===== config.mk =====
export PLATFORM = sky130hd
export DESIGN_NAME = burst_rom_target
export DESIGN_NICKNAME = d
export VERILOG_FILES = /design/src/rtl/burst_rom_pkg.sv /design/src/rtl/rom_bank.sv /design/src/rtl/rom_seg_decode.sv /design/src/rtl/rom_burst_seq.sv /design/src/rtl/burst_rom_target.sv
export SDC_FILE = /design/constraint.sdc
export NUM_CORES = 1
export LEC_CHECK = 0
export BUFFER_PORTS_ARGS = -buffer_cell sky130_fd_sc_hd__clkbuf_2
export CORE_AREA = 3 3 129 131
export DETAILED_ROUTE_END_ITERATION = 12
export DIE_AREA = 0 0 132 134
export HOLD_SLACK_MARGIN = 0.08
export PLACE_DENSITY_LB_ADDON = 0.12
export SLEW_MARGIN = 20
export SYNTH_ARGS = -nofsm -noshare
export SYNTH_HDL_FRONTEND = slang
export SYNTH_SLANG_ARGS = --single-unit

===== constraint.sdc =====
create_clock -name clk -period 6.7 [get_ports clk]
set_input_delay 1.005 -clock clk [delete_from_list [all_inputs] [get_ports clk]]
set_output_delay 1.005 -clock clk [all_outputs]
set_load 0.02 [all_outputs]

===== src/rtl/burst_rom_pkg.sv =====
package burst_rom_pkg;

  typedef enum logic [1:0] {
    OP_NOP    = 2'b00,
    OP_READ   = 2'b01,
    OP_WRITE  = 2'b10,
    OP_LOCKED = 2'b11
  } rom_op_e;

  // Build-time fill pattern for segment seg, word idx.
  function automatic logic [31:0] preload_word(int unsigned seg, int unsigned idx,
                                               logic [7:0] key);
    return {8'(seg + 1), key, 16'(idx)};
  endfunction

endpackage


===== src/rtl/rom_bank.sv =====
module rom_bank
  import burst_rom_pkg::*;
#(
  parameter int DATA_W = 64,
  parameter int IDX_W  = 30,
  parameter int DEPTH  = 16,
  parameter int SEG_ID = 0,
  parameter logic [7:0] FILL_KEY = 8'h5A
) (
  input  logic [IDX_W-1:0]  rd_idx,
  output logic [DATA_W-1:0] flit
);
  localparam int WPF = DATA_W / 32;
  localparam int MW  = (DEPTH > 1) ? $clog2(DEPTH) : 1;

  logic [31:0] mem [DEPTH];

  initial begin
    for (int i = 0; i < DEPTH; i++) mem[i] = preload_word(SEG_ID, i, FILL_KEY);
  end

  // One read lane per word in a flit; words past the segment end read zero.
  for (genvar k = 0; k < WPF; k++) begin : g_lane
    logic [IDX_W:0] idx_k;
    assign idx_k = {1'b0, rd_idx} + (IDX_W+1)'(k);
    assign flit[32*k +: 32] = (idx_k < (IDX_W+1)'(DEPTH)) ? mem[idx_k[MW-1:0]] : 32'h0;
  end

endmodule


===== src/rtl/rom_seg_decode.sv =====
module rom_seg_decode #(
  parameter int ADDR_W   = 32,
  parameter int PLEN_W   = 8,
  parameter int NUM_SEGS = 2,
  parameter int SEL_W    = 1,
  parameter logic [NUM_SEGS-1:0][ADDR_W-1:0] SEG_BASE = '0,
  parameter logic [NUM_SEGS-1:0][ADDR_W-1:0] SEG_SIZE = '0
) (
  input  logic [ADDR_W-1:0]   addr,
  input  logic [PLEN_W-1:0]   plen,
  output logic [NUM_SEGS-1:0] hit_vec,
  output logic                hit_any,
  output logic [SEL_W-1:0]    sel,
  output logic [ADDR_W-1:0]   offset
);
  logic [ADDR_W:0]   span_end;
  logic [ADDR_W-1:0] off_arr [NUM_SEGS];

  assign span_end = {1'b0, addr} + (ADDR_W+1)'(plen);

  // Whole range must sit inside a segment; the extra bit keeps the end from wrapping.
  for (genvar g = 0; g < NUM_SEGS; g++) begin : g_seg
    localparam logic [ADDR_W:0] LO = {1'b0, SEG_BASE[g]};
    localparam logic [ADDR_W:0] HI = LO + {1'b0, SEG_SIZE[g]};
    assign hit_vec[g] = ({1'b0, addr} >= LO) && (span_end <= HI);
    assign off_arr[g] = addr - SEG_BASE[g];
  end

  always_comb begin
    hit_any = |hit_vec;
    sel     = '0;
    offset  = '0;
    for (int s = NUM_SEGS - 1; s >= 0; s--) begin
      if (hit_vec[s]) begin
        sel    = SEL_W'(s);
        offset = off_arr[s];
      end
    end
  end

endmodule


===== src/rtl/rom_burst_seq.sv =====
module rom_burst_seq #(
  parameter int ADDR_W = 32,
  parameter int PLEN_W = 8,
  parameter int SEL_W  = 1,
  parameter int WPF    = 2
) (
  input  logic              clk,
  input  logic              rst_n,
  input  logic              start,
  input  logic              start_err,
  input  logic [SEL_W-1:0]  start_seg,
  input  logic [ADDR_W-3:0] start_widx,
  input  logic [PLEN_W-3:0] start_words,
  input  logic              rsp_ready,
  output logic              busy,
  output logic              err,
  output logic [SEL_W-1:0]  seg,
  output logic [ADDR_W-3:0] widx,
  output logic [PLEN_W-3:0] left,
  output logic              last
);
  assign last = err || (left <= (PLEN_W-2)'(WPF));

  always_ff @(posedge clk) begin
    if (!rst_n) begin
      busy <= 1'b0;
      err  <= 1'b0;
      seg  <= '0;
      widx <= '0;
      left <= '0;
    end else if (start) begin
      busy <= 1'b1;
      err  <= start_err;
      seg  <= start_seg;
      widx <= start_widx;
      left <= start_words;
    end else if (busy && rsp_ready) begin
      if (last) begin
        busy <= 1'b0;
      end else begin
        widx <= widx + (ADDR_W-2)'(WPF);
        left <= left - (PLEN_W-2)'(WPF);
      end
    end
  end

  // the read position moves only when a flit is taken
  p_no_advance_stalled_r9: assert property (@(posedge clk) disable iff (!rst_n)
    busy && !rsp_ready && !start |=> $stable(widx) && $stable(left) && busy);

  // a non-final flit never ends the burst
  p_keep_busy_r5: assert property (@(posedge clk) disable iff (!rst_n)
    busy && rsp_ready && !last && !start |=> busy);

endmodule


===== src/rtl/burst_rom_target.sv =====
module burst_rom_target
  import burst_rom_pkg::*;
#(
  parameter int DATA_W   = 64,
  parameter int ADDR_W   = 32,
  parameter int PLEN_W   = 8,
  parameter int NUM_SEGS = 2,
  parameter logic [NUM_SEGS-1:0][ADDR_W-1:0] SEG_BASE = {32'h0000_4000, 32'h0000_1000},
  parameter logic [NUM_SEGS-1:0][ADDR_W-1:0] SEG_SIZE = {32'd40, 32'd64},
  parameter logic [7:0] FILL_KEY = 8'h5A
) (
  input  logic              clk,
  input  logic              rst_n,
  input  logic              cmd_valid,
  output logic              cmd_ready,
  input  logic [ADDR_W-1:0] cmd_addr,
  input  logic [PLEN_W-1:0] cmd_plen,
  input  logic [1:0]        cmd_op,
  input  logic              cmd_eop,
  output logic              rsp_valid,
  input  logic              rsp_ready,
  output logic [DATA_W-1:0] rsp_rdata,
  output logic              rsp_rerror,
  output logic              rsp_reop
);
  localparam int WPF   = DATA_W / 32;
  localparam int SEL_W = (NUM_SEGS > 1) ? $clog2(NUM_SEGS) : 1;
  localparam int WI_W  = ADDR_W - 2;
  localparam int NW_W  = PLEN_W - 2;

  if (DATA_W != 32 && DATA_W != 64) begin : g_bad_width
    $error("burst_rom_target: DATA_W must be 32 or 64");
  end

  logic [NUM_SEGS-1:0] hit_vec;
  logic                hit_any;
  logic [SEL_W-1:0]    dec_sel;
  logic [ADDR_W-1:0]   dec_off;
  rom_op_e             op;
  logic                cmd_fire, accept_ok;

  logic              cur_busy, cur_err, cur_last;
  logic [SEL_W-1:0]  cur_seg;
  logic [WI_W-1:0]   cur_widx;
  logic [NW_W-1:0]   cur_left;
  logic [DATA_W-1:0] bank_flit [NUM_SEGS];
  logic [DATA_W-1:0] sel_flit;

  rom_seg_decode #(
    .ADDR_W(ADDR_W), .PLEN_W(PLEN_W), .NUM_SEGS(NUM_SEGS), .SEL_W(SEL_W),
    .SEG_BASE(SEG_BASE), .SEG_SIZE(SEG_SIZE)
  ) u_decode (
    .addr(cmd_addr), .plen(cmd_plen), .hit_vec(hit_vec), .hit_any(hit_any),
    .sel(dec_sel), .offset(dec_off)
  );

  assign op        = rom_op_e'(cmd_op);
  assign cmd_ready = !cur_busy;
  assign cmd_fire  = cmd_valid && cmd_ready;
  assign accept_ok = hit_any && (op == OP_READ) && cmd_eop && (cmd_plen != '0)
                  && (cmd_plen[1:0] == 2'b00) && (dec_off[1:0] == 2'b00);

  rom_burst_seq #(
    .ADDR_W(ADDR_W), .PLEN_W(PLEN_W), .SEL_W(SEL_W), .WPF(WPF)
  ) u_seq (
    .clk(clk), .rst_n(rst_n), .start(cmd_fire), .start_err(!accept_ok),
    .start_seg(dec_sel), .start_widx(dec_off[ADDR_W-1:2]),
    .start_words(cmd_plen[PLEN_W-1:2]), .rsp_ready(rsp_ready),
    .busy(cur_busy), .err(cur_err), .seg(cur_seg), .widx(cur_widx),
    .left(cur_left), .last(cur_last)
  );

  for (genvar g = 0; g < NUM_SEGS; g++) begin : g_bank
    rom_bank #(
      .DATA_W(DATA_W), .IDX_W(WI_W), .DEPTH(int'(SEG_SIZE[g] >> 2)),
      .SEG_ID(g), .FILL_KEY(FILL_KEY)
    ) u_bank (
      .rd_idx(cur_widx), .flit(bank_flit[g])
    );
  end

  assign sel_flit = bank_flit[cur_seg];

  if (WPF == 1) begin : g_narrow
    assign rsp_rdata = cur_err ? '0 : sel_flit;
  end else begin : g_wide
    // Odd tail: only the low word is meaningful, the high half is cleared.
    assign rsp_rdata = cur_err ? '0
                     : {(cur_left >= NW_W'(2)) ? sel_flit[DATA_W-1:32] : 32'h0, sel_flit[31:0]};
  end

  assign rsp_valid  = cur_busy;
  assign rsp_rerror = cur_busy && cur_err;
  assign rsp_reop   = cur_busy && cur_last;

  // a taken command yields a response and closes the command channel
  p_cmd_opens_burst_r6: assert property (@(posedge clk) disable iff (!rst_n)
    cmd_valid && cmd_ready |=> rsp_valid && !cmd_ready);

  // consuming the final flit reopens the command channel
  p_release_r6: assert property (@(posedge clk) disable iff (!rst_n)
    rsp_valid && rsp_ready && rsp_reop |=> !rsp_valid && cmd_ready);

  // offered flit holds under back-pressure
  p_hold_stable_r9: assert property (@(posedge clk) disable iff (!rst_n)
    rsp_valid && !rsp_ready |=> rsp_valid && $stable(rsp_rdata)
                                && $stable(rsp_reop) && $stable(rsp_rerror));

  // error flits are single, terminal and empty
  p_err_flit_r7: assert property (@(posedge clk) disable iff (!rst_n)
    rsp_valid && rsp_rerror |-> rsp_reop && (rsp_rdata == '0));

  // segments are decoded exclusively
  p_seg_exclusive_r7: assert property (@(posedge clk) disable iff (!rst_n)
    cmd_valid |-> $onehot0(hit_vec));

  // reset clears the burst
  p_reset_clear_r10: assert property (@(posedge clk)
    !rst_n |=> !rsp_valid && cmd_ready);

endmodule


# ---- Yosys cells after proc, flatten, opt, wreduce, memory -nomap -nowiden
# Memory sizes are Yosys's and may differ from the RTL's. A register that Yosys moved wholly into a read port is not among the register bits.
# Index checks and enable logic that the tools add are counted.
# Widths: inputs -> output; s select.
dict set report word_totals {
  mem_bits_ro 104
  wordCells 75
  reg_bits 39
  n_memories 2
  in_bits 47
  output_inout_bits 68
}
# name depth width read_ports rd_ports_with_merged_regs write_ports line_no
set memory_table {}
lappend memory_table {{g_bank[0].u_bank.mem} 16 4 2 1 0 rom_bank.sv:16} ;# logic [31:0] mem [DEPTH];
lappend memory_table {{g_bank[1].u_bank.mem} 10 4 2 1 0 rom_bank.sv:16}
dict set report classes {
  add_sub_neg 6
  n_bitwise 1
  n_lt_le_gt_ge 11
  n_reduce_logical 22
  eq_ne 2
  n_mux 26
}
# op n
set ops {}
lappend ops {{$mux 64} 4}
lappend ops {{$mux 32} 7}
lappend ops {{$mux 30} 3}
lappend ops {{$add 32x8->33} 1}
lappend ops {{$le 33x13->1 const B} 1}
lappend ops {{$le 33x15->1 const B} 1}
lappend ops {{$ge 32x13->1 const B} 1}
lappend ops {{$ge 32x15->1 const B} 1}
lappend ops {{$sub 32x13->32 const B} 1}
lappend ops {{$sub 32x15->32 const B} 1}
lappend ops {{$add 30x1->31 const B} 1}
lappend ops {{$lt 31x4->1 const B} 1}
lappend ops {{$lt 31x5->1 const B} 1}
lappend ops {{$add 30x2->30 const B} 1}
lappend ops {{$lt 30x4->1 const B} 1}
lappend ops {{$lt 30x5->1 const B} 1}
lappend ops {{$mux 6} 3}
lappend ops {{$mux 4} 4}
lappend ops {{$logic_and 1x1->1} 11}
lappend ops {{$reduce_bool 8->1} 1}
lappend ops {{$ge 6x2->1 const B} 1}
lappend ops {{$le 6x2->1 const B} 1}
lappend ops {{$sub 6x2->6 const B} 1}
lappend ops {{$mux 1} 5}
lappend ops {{other kinds (10)} 14}

# ---- Longest topological paths before layout
# Gate-level depths: netlist of run 1.
dict set report logic_depth {
  word_depth 10
  depth_mapped 14
  mapped_depth_nobuf 11
}

# ---- Hierarchy
# Synthesis of run 1 repeated with hierarchy kept, for this count alone.
dict set report hier_totals {
  hier_cells 1084
  hier_area_um2 7910.1
}
# mod seq_area_each_um2 instances area_per_inst_um2 cells_per_inst
set modules_own_cells {}
lappend modules_own_cells {rom_burst_seq 780.7 1 2149.6 245}
lappend modules_own_cells {rom_seg_decode 0.0 1 1939.4 284}
lappend modules_own_cells {{rom_bank (g_bank[1].u_bank)} 0.0 1 1327.5 199}
lappend modules_own_cells {{rom_bank (g_bank[0].u_bank)} 0.0 1 1287.5 197}
lappend modules_own_cells {burst_rom_target 0.0 1 1206.2 159}

# ---- Least setup slack after synthesis of run 1
# OpenSTA, ideal clock, no wires.
dict set report synth_path {
  path_kind {register -> output}
  startpoint {register u_seq.widx[1]}
  endpoint {output port rsp_rdata[51]}
  slack_ns 2.798
  arrival_ns 2.897
  path_buffers 1
  path_stages_with_launch 12
  required_ns 5.695
  cell_sequence {dfxtp_1 -> ha_1 -> and3_1 -> nand3_1 -> or4_1 -> mux2i_1 -> and3_1 -> o21ai_1 -> a2111oi_2 -> o21ai_1 -> inv_1 -> buf_4}
}
dict set report synth_between {
  elab_chain_cells 8
  elab_cells_between_ends 10
  classes_between {1 x add/sub; 2 x order compare; 7 x mux}
}
# element line_no
set synth_lines {}
lappend synth_lines {{from (decl)} rom_burst_seq.sv:18} ;# output logic [ADDR_W-3:0] widx,
lappend synth_lines {{from (signal assigned)} rom_burst_seq.sv:35} ;# widx <= start_widx;
lappend synth_lines {{from (signal assigned)} rom_burst_seq.sv:41} ;# widx <= widx + (ADDR_W-2)'(WPF);
lappend synth_lines {{$add 30x1->31 (*)} rom_bank.sv:25} ;# assign idx_k = {1'b0, rd_idx} + (IDX_W+1)'(k);
lappend synth_lines {{$lt 31x4->1 or $lt 31x5->1 (tied branches)} rom_bank.sv:26} ;# assign flit[32*k +: 32] = (idx_k < (IDX_W+1)'(DEPTH)) ? mem[idx_k[MW-1:0]] : 32'h0;
lappend synth_lines {{$mux 32} rom_bank.sv:26}
lappend synth_lines {{$mux 64 (not written as such) (*) (3 in a row)} burst_rom_target.sv:82} ;# assign sel_flit = bank_flit[cur_seg];
lappend synth_lines {{$mux 32 (*)} burst_rom_target.sv:89} ;# : {(cur_left >= NW_W'(2)) ? sel_flit[DATA_W-1:32] : 32'h0, sel_flit[31:0]};
lappend synth_lines {{$mux 64 (*)} burst_rom_target.sv:88} ;# assign rsp_rdata = cur_err ? '0
lappend synth_lines {{to (decl)} burst_rom_target.sv:22} ;# output logic [DATA_W-1:0] rsp_rdata,
# Mark *: on every way between the ends. The rest lies on a longest branch, timed or not. The select of a mux whose other input is x is not followed.

# ---- Worst setup path in the final report of run 1
dict set report layout_path {
  startpoint {register u_seq.widx[2]}
  endpoint {output port rsp_rdata[52]}
}
# The elaborated chain is that of the path after synthesis.

==> results.md, run 1 <==
- Total Neg Setup Slack: 0 ns
- DRC: 0
- Routed wire per std cell: between 15 and 20 um
- H-tree levels: 2
- Syn-to-layout area delta: 6.132%
- Worst-margin pin slew: 1.101 ns
- Hold Crit Depth: 2
- Multi-input gate area: about 0.0039 mm2
- Die Ht: 134 um
- Worst-path clk slew: 0.06 ns
- Pin count of the biggest net entering global routing: 39
- Reg2Reg Setup Slack: 3.96 ns
- Wire length of the first global-routing pass: 27330 um
- Gr usage total: between 10% and 20%
- Slew margin rel.: 26.47%
- Final hold violations: 0
- # rows: 46
- Die W: 132 um
- Worst setup SP type: flop
- Yosys top cell by area: dfxtp_1
- Worst R2R Path Depth: 7
- Final worst setup slack: 2.000 ns
- ANT cells: 0
- Critical path class: flop to primary output
- Max Freq: between 200 and 250 MHz
- Ys flop type: dfxtp_1
- Leak pwr: about 2.3 nW
- Setup Fix Bufs, Post-CTS: 0
- TritonCTS clock tree: done
- Reg2reg start: u_seq.widx[13]
- Flops & latches, synth: 45
- Post-DP HPWL: approximately 13000 um
- Dpl ws: slightly below 2 ns
- CTS hold repair buffers: 0
- Synth Warn #: 0
- Hold crit path type: flop to flop
- Worst-skew pair later-pin latency: 0.29 ns
- Vias: 5417
- Post-route ant nets: 0
- Vias per inst: 5.522
- Filler instances: 1757
- RSZ-0062 raised after global routing: no
- CTS Buffer Depth: 2
- Synth cell types: 81
- CP Capture Type: primary output
- Initial antenna violation count: 0
- Max-Cap Viols: 0
- Num ports: 115
- CP arrival: 3.69 ns
- GPL Wtd Cong: 0.9437
- Clk_skew: 0.007233 ns
- Fraction of layout cells with a size suffix above 1: 14.38%
- Crit path to: rsp_rdata[52]
- Final Cell Area: 0.005717 mm2
- Max rail drop VDD: around 0.093 mV
- Sequential cell area: 900.9 um2
- Vias in the first global route: 5075
- WL final: 16940 um
- Root buf cell: clkbuf_16
- Top post-synthesis cells by count: nand2_1, buf_4, nor2_1
- Req. time, crit path: 5.69 ns
- DRT iter0 DRCs: 412
- Post-Syn Instances: around 750
- Final period util: 70.14%
- Global route total overflow: 0
- Status: complete, no violations
- Number of enable flip-flop cells after synthesis: 0
- PostCTS Resize Cnt: 0
- Core area: 0.01571 mm2
- Final nets: 830
- Yosys top cell area share: around 17%
- Ratio of total power to cell area: 152.9 mW/mm2
- Drt first pass iters: 5
- Initial Util: approximately a third
- Critical Path Start: u_seq.widx[2]
- Cell with the most instances after synthesis: nand2_1
- Sequential-to-total area share from yosys stat: 16.72%
- Synth Area per Inst: ~7 um2
- Min cycle time layout: 4.700 ns
- Post-DP Area: around 0.0055 mm2
- Largest fanout on the critical path: 8
- Synth area leaders: dfxtp_1, buf_4, xnor2_1, nand2_1, ha_1
- RR Endpoint: u_seq.widx[24]
- Pins Over Slew Limit: 0
- Die area: between 0.015 and 0.02 mm2
- Endpoints failing setup: 0
- Ys async rst share: 0%
- Port bufs: 70
- Clock Sinks: 45
- Area of the mapped netlist: 0.005386 mm2
- CTS Buf Count: 5
critical path: stages (launching register included):
cell	delay (ns)
dfxtp_1	0.51
ha_1	0.33
and3_1	0.27
nand3_1	0.28
or4_1	0.66
mux2i_1	0.18
and3_1	0.18
o21ai_1	0.08
a2111oi_2	0.41
o21ai_1	0.18
inv_1	0.13
clkbuf_2	0.18
layout by cell type (no fill, tap or decap), drive strengths merged, types with 7 or more instances in the layout:
cell type  synthesis  routed
ha                18      18
nor3              30      30
a31oi             12      12
clkbuf            32      77
nand2             82      82
and2               8       8
mux2i              7       7
conb               1      44
a211oi            11      11
o211a              7       7
xor2              18      18
nand4             33      33
xnor2             39      39
a21oi             26      26
nor4              20      20
nand3             44      44
a21boi            11      11
and3              20      20
or2                8       8
inv               21      21
o21ai             32      32
dfxtp             45      45
nor2              51      51
how the worst min path moves through the flow:
stage	from	endpoint
after floorplan	u_seq.left[0]	u_seq.left[0]
after global placement	u_seq.left[0]	u_seq.left[0]
after detailed placement	u_seq.left[0]	u_seq.left[0]
after CTS	u_seq.left[0]	u_seq.left[0]
after global routing	u_seq.left[0]	u_seq.left[0]
final	u_seq.left[0]	u_seq.left[0]
where the power goes:
group,leakage [nW],internal [W],switching (W)
clock network,0.0841,0.000186,0.000104
registers,0.367,0.000279,0.0000209
logic,1.83,0.0000955,0.000188
total,2.28,0.000561,0.000313
metrics by stage:
step / instances / utilization [%] / hold slack [ns] / power (W)
detailed placement: 973 / 35.28 / 0.4773 / 0.0005874
finish: 981 / 36.38 / 0.4844 / 0.0008739
global route: 981 / 36.38 / 0.5356 / 0.0009230
CTS: 981 / 36.38 / 0.4866 / 0.0008791
global placement: 973 / 35.28 / 0.4686 / 0.0005845
floorplan: 792 / - / 0.4435 / 0.0005389
final cells by class:
type / count / share of cell area, %
Multi-Input combinational cell: 619 / 68.72
Clock inverter: 1 / 0.5253
Sequential cell: 45 / 15.76
Timing Repair Buffer: 72 / 6.391
Inverter: 21 / 1.379
Clock buffer: 7 / 2.495
Tap cell: 216 / 4.728
logic make-up after synthesis:
| family | share of synthesized area [%] |
|---|---|
| and+or+nand+nor | 31.38 |
| xor gates and xnor gates | 9.408 |
| other | 0.06962 |
| DFF | 16.72 |
| AOI/OAI and AO/OA | 22.97 |
| buffers and inverters | 13.38 |
| adders and majority gates | 4.553 |
| muxes | 1.510 |
layer usage:
metal,global-route usage (%),routed length (um),up-vias
met4,6.709,477,0
li1,-,-,2668
met1,25.76,7803,2538
met5,0,0,-
met2,30.27,7863,174
met3,1.725,798,37
(Power assumes the default switching activity.)
==> inputs of run 2 (changes only) <==
==> constraint.sdc (replaced) <==
create_clock -name clk -period 3.8 [get_ports clk]
set_input_delay 0.57 -clock clk [delete_from_list [all_inputs] [get_ports clk]]
set_output_delay 0.57 -clock clk [all_outputs]
set_load 0.02 [all_outputs]
==> run 2 against run 1 <==
Sequential power increased by 72%. Critical path type unchanged. Sequential share of layout area down 0.84 points. Clock skew about the same. Count of clock-buffer cells in the layout down 2. Critical path depth did not move. Design area rose by 6.2%. Register-to-register slack lost 2.7 ns.
==> results.md, run 2 (synthesized netlist as in run 1, its figures left out) <==
- Status: complete, no violations
- Clock power frac: 32.7%
- Pins Over Slew Limit: 0
- Core area: approximately 0.016 mm2
- P_sw: 0.0005742 W
- Final nets: 869
- Largest fanout on the critical path: 6
- Num ports: 115
- Vias in the first global route: 5232
- Port bufs: 70
- Worst setup SP type: flop
- Initial Util: 34.28%
- DRC: 0
- Syn-to-layout area delta: 12.71%
- ANT cells: 0
- WL final: 17150 um
- Part of the power in registers: 33.0%
- CP Cell Sequence: ha_1 > and3_4 > nand3_2 > or4_4 > mux2i_2 > and3_1 > o21ai_1 > a2111oi_4 > o21ai_2 > nor2_1 > buf_2
- Die W: 132 um
- Final hold violations: 0
- Worst-skew pair later-pin latency: 0.30 ns
- Drt first pass iters: 7
- Pin count of the biggest net entering global routing: 39
- Ratio of total power to cell area: 258.0 mW/mm2
- Total Neg Setup Slack: 0 ns
- Most common cell after layout, fill and taps aside: nand2_1
- Endpoints failing setup: 0
- Worst-margin pin slew: about 0.81 ns
- Die area: 0.01769 mm2
- Global route total overflow: 0
- Slowest CP cell: or4_4
- Routed wire per std cell: 16.81 um
- Root buf cell: clkbuf_16
- Clock Sinks: 45
- TritonCTS clock tree: done
- H-tree levels: 2
- Gr usage total: 18.97%
- Fraction of layout cells with a size suffix above 1: 20.15%
- Vias: 5551
- Final period util: 96.14%
- Filler instances: roughly 1700
- Post-route ant nets: 0
- CTS hold repair buffers: 0
- Leak pwr: 2.481 nW
- CTS Buffer Depth: 2
- Max rail drop VDD: 0.1540 mV
- Wire length of the first global-routing pass: 27770 um
- Die Ht: 134 um
- Vias per inst: 5.442
- Initial antenna violation count: 0
- Worst-path clk slew: 0.07 ns
- Buffers plus inverters on the worst setup path: 1
- Largest stage delay, worst path: around 0.58 ns
- CP Capture Type: primary output
- Critical path class: flop to primary output
- Commonest cells after routing, fill and taps aside: nand2_1, clkbuf_2, nor2_1, conb_1
- # rows: 46
- Max-Cap Viols: 0
- Combinational power share: 34.4%
- GPL Wtd Cong: roughly 0.9
- Slew margin rel.: 46.30%
- DRT iter0 DRCs: 487
- Post-DP HPWL: about 14000 um
- Max Freq: 273.7 MHz
- Hold crit path type: flop to flop
- Switch share: between 30% and 40%
- Req. time, crit path: approximately 3.2 ns
- CTS Buf Count: 5
- Internal: around 0.00099 W
- CP arrival: 3.08 ns
- CP delay by family, top: simple AND/OR/NAND/NOR gates
- Clk_skew: roughly 0.0074 ns
- RSZ-0062 raised after global routing: no
- Min cycle time layout: 3.653 ns
- Pwr Total: ~0.0016 W
## run 2: power groups by stage
| stage | clock [W] | sequential (W) | combinational (W) |
|---|---|---|---|
| after floorplan | 0 | 0.000517 | 0.000433 |
| after global placement | 0 | 0.000527 | 0.000521 |
| after detailed placement | 0 | 0.000527 | 0.000526 |
| after CTS | 0.000516 | 0.000516 | 0.000532 |
| after global routing | 0.000538 | 0.000519 | 0.000592 |
| final | 0.000511 | 0.000516 | 0.000538 |
## run 2: layer usage
metal	global-route usage, %	wire length (um)	up-vias
met5	0	0	-
li1	-	-	2748
met1	25.41	7785	2621
met3	1.988	811	20
met4	5.309	288	0
met2	32.50	8262	162
## run 2: per-stage QoR
step,utilization (%),hold WS (ns),setup slack (ns),instances,cell area [um2]
3_5_place_dp,37.05,0.4938,-0.04572,1010,5822
5_1_grt,38.64,0.5295,0.009690,1020,6071
6_report,38.64,0.4927,0.1466,1020,6071
2_1_floorplan,-,0.4435,0.3326,792,5548
3_3_place_gp,37.05,0.4745,0.07508,1010,5822
4_1_cts,38.26,0.5035,0.01071,1018,6012
## run 2: final timing paths
kind            startpoint              to  slack (ns)  depth (start not counted)
max          u_seq.widx[1]   rsp_rdata[32]        0.15                         11
min reg2reg  u_seq.left[0]   u_seq.left[0]        0.49                          2
max reg2reg  u_seq.left[3]  u_seq.widx[26]        1.25                         10
min          u_seq.left[0]   u_seq.left[0]        0.49                          2
## run 2: worst min-delay path, delay by kind of cell, from the launching register on
family,cells,cell delay (ns)
DFF,1,0.32
AOI/OAI and AO/OA,1,0.07
and+or+nand+nor,1,0.05
## run 2: final cells by class
type	instances	area, um2	share of cell area (%)
clock inverters	3	43.79	0.7214
well taps	216	270.3	4.452
clock buffers	5	125.1	2.061
multi-input cells	619	3984	65.62
inverters	21	78.83	1.298
flip-flops and latches	45	905.9	14.92
repair buffers	111	663.1	10.92
## run 2: repair_timing
| action | in CTS | in global routing |
|---|---|---|
| buffers inserted | 0 | 2 |
| resized for setup | 4 | 17 |
| pin swaps | 0 | 3 |
| endpoints found under the setup margin | 10 | 14 |
==> inputs of run 3 (changes only) <==
--- a/config.mk
+++ b/config.mk
@@ -6,11 +6,11 @@
 export NUM_CORES = 1
 export LEC_CHECK = 0
 export BUFFER_PORTS_ARGS = -buffer_cell sky130_fd_sc_hd__clkbuf_2
-export CORE_AREA = 3 3 129 131
+export CORE_AREA = 3 3 138 140
 export DETAILED_ROUTE_END_ITERATION = 12
-export DIE_AREA = 0 0 132 134
+export DIE_AREA = 0 0 141 143
 export HOLD_SLACK_MARGIN = 0.08
-export PLACE_DENSITY_LB_ADDON = 0.12
+export PLACE_DENSITY = 0.61
 export SLEW_MARGIN = 20
 export SYNTH_ARGS = -nofsm -noshare
 export SYNTH_HDL_FRONTEND = slang
==> run 3 against run 2 <==
Critical endpoint unchanged. Highest routed layer unchanged. Final cell count up 0.88%. Largest cell class unchanged. Power down 3.5%. Clock power down 8.6%. Sequential power about the same. Largest power group unchanged.
==> results.md, run 3 (synthesized netlist as in run 1, its figures left out) <==
- Pwr Total: roughly 0.0015 W
- Max rail drop VDD: ~0.16 mV
- Vias per inst: 5.420
- Worst-margin pin slew: 0.7403 ns
- Root buf cell: clkbuf_16
- Worst setup SP type: flop
- CP delay by family, top: compound AO/OA/AOI/OAI gates
- Met3 wire length: 838 um
- Clk_skew: 0.009598 ns
- Highest Signal Layer: met4
- P_sw: 0.0005818 W
- Internal: 0.0009299 W
- GPL Wtd Cong: 0.9631
- Reg2reg start: u_seq.widx[3]
- Global route total overflow: 0
- WL final: 16910 um
- Leak pwr: ~2.5 nW
- Die Ht: 143 um
- Post-DP HPWL: 13390 um
- Vias in the first global route: 5262
- Critical Path Start: u_seq.widx[1]
- Die W: 141 um
- Initial antenna violation count: 0
- Routed wire per std cell: roughly 16 um
- Final Core Density: around a third
- Fraction of layout cells with a size suffix above 1: approximately 21%
- Hold crit path type: flop to flop
- Drt first pass iters: 5
- DRC: 0
- Clock Sinks: 45
- CTS Buffer Depth: 2
- Switch share: 38.49%
- Min cycle time layout: around 3.7 ns
- Final hold violations: 0
- ANT cells: 0
- Combinational power share: 34.9%
- Final period util: 96.08%
- Syn-to-layout area delta: 12.68%
- Gr usage total: 16.35%
- Routed wl met2: 8360 um
- Slowest CP cell: a2111oi_4
- # rows: just under 50
- Largest stage delay, worst path: roughly 0.46 ns
- Port bufs: 70
- Post-route ant nets: 0
- Pin count of the biggest net entering global routing: 39
- Worst-skew pair later-pin latency: 0.30 ns
- Num ports: ~120
- Req. time, crit path: ~3.2 ns
- Die area: 0.02016 mm2
- H-tree levels: 2
- Core area: 0.01796 mm2
- CTS hold repair buffers: 0
- Met1 Routed Length: 7313 um
- Wire length of the first global-routing pass: 27230 um
- Status: complete, no violations
- Most common cell after layout, fill and taps aside: nand2_1
- Max-Cap Viols: 0
- Most used cell, CP: buf_4
- Endpoints failing setup: 0
- Commonest cells after routing, fill and taps aside: nand2_1, clkbuf_2, nor2_1, conb_1, buf_4
- Part of the power in registers: 34.3%
- Final nets: ~870
- CP arrival: just over 3 ns
- CP Cell Sequence: buf_4 > ha_2 > nand4_1 > nor3_2 > buf_4 > xnor2_1 > o21ai_0 > a211oi_1 > nand4_1 > a2111oi_4 > o21ai_2 > nor2_1 > buf_4
- Worst hold path startpoint: u_seq.left[0]
- Buffers plus inverters on the worst setup path: 3
- Ratio of total power to cell area: 249.1 mW/mm2
- Placed Instances: roughly 1000
- Worst-path clk slew: roughly 0.070 ns
- Largest fanout on the critical path: 5
- CP Capture Type: primary output
- TritonCTS clock tree: done
- Pins Over Slew Limit: 0
- Critical path class: flop to primary output
- Vias: about 5600
- DRT iter0 DRCs: 404
- Max Freq: around 270 MHz
- Final Non-Filler Cells: 1029
- CTS Buf Count: 5
- Clock power frac: 30.9%
- Slew margin rel.: 50.65%
- Initial Util: roughly 30%
-- run 3: cell count changes in the layout (fill, tap and decap cells not counted), moves of 2 or more --
cell | previous run | this run
clkbuf_2 | 65 | 62
ha_1 | 18 | 16
dfxtp_1 | 43 | 37
dfxtp_2 | 1 | 8
-- run 3: per-stage QoR --
step | hold WS [ns] | area [um2] | setup WS [ns] | setup TNS, ns
3_5_place_dp | 0.4676 | 5816 | 0.009109 | 0
6_report | 0.4730 | 6070 | 0.1489 | 0
2_1_floorplan | 0.4435 | 5548 | 0.3326 | 0
4_1_cts | 0.4781 | 5982 | 0.01143 | 0
5_1_grt | 0.4941 | 6070 | -0.06413 | -0.3090
3_3_place_gp | 0.4567 | 5816 | 0.09644 | 0
-- run 3: timing repair --
item	CTS	global route
endpoints found under the setup margin	9	10
gates resized for setup	1	37
endpoints found under the hold margin	0	0
pin swaps	0	8
buffers inserted	0	1
-- run 3: worst paths after layout --
check             depth (start not counted)  slack (ns)        endpoint
setup / recovery                         13        0.15   rsp_rdata[32]
hold / removal                            2        0.47   u_seq.left[0]
setup reg to reg                         10        1.35  u_seq.widx[26]
hold reg to reg                           2        0.47   u_seq.left[0]
-- run 3: power by group through the flow --
stage,clock network (W),logic [W],registers [W]
after global routing,0.000493,0.000582,0.000521
after floorplan,0,0.000433,0.000517
final,0.000467,0.000527,0.000518
after global placement,0,0.000513,0.000528
after detailed placement,0,0.000515,0.000528
after CTS,0.000475,0.000520,0.000517
-- run 3: per-layer routing --
metal	vias up	track usage [%]
li1	2732	-
met1	2606	21.21
met2	209	28.45
met3	30	1.808
met4	0	5.252
met5	-	0
-- run 3: cell type report --
cell class	instances	area, um2
Inverter	21	78.83
Timing Repair Buffer	107	643.1
Fill cell	1934	11890
Clock inverter	3	28.78
Multi-Input combinational cell	619	3996
Tap cell	229	286.5
Sequential cell	45	910.9
Clock buffer	5	125.1
-- run 3: worst min-delay path, cell delays in order (launching register included) --
cell and delay, ns:
dfxtp_1 0.31, nand2_1 0.05, a21boi_0 0.06
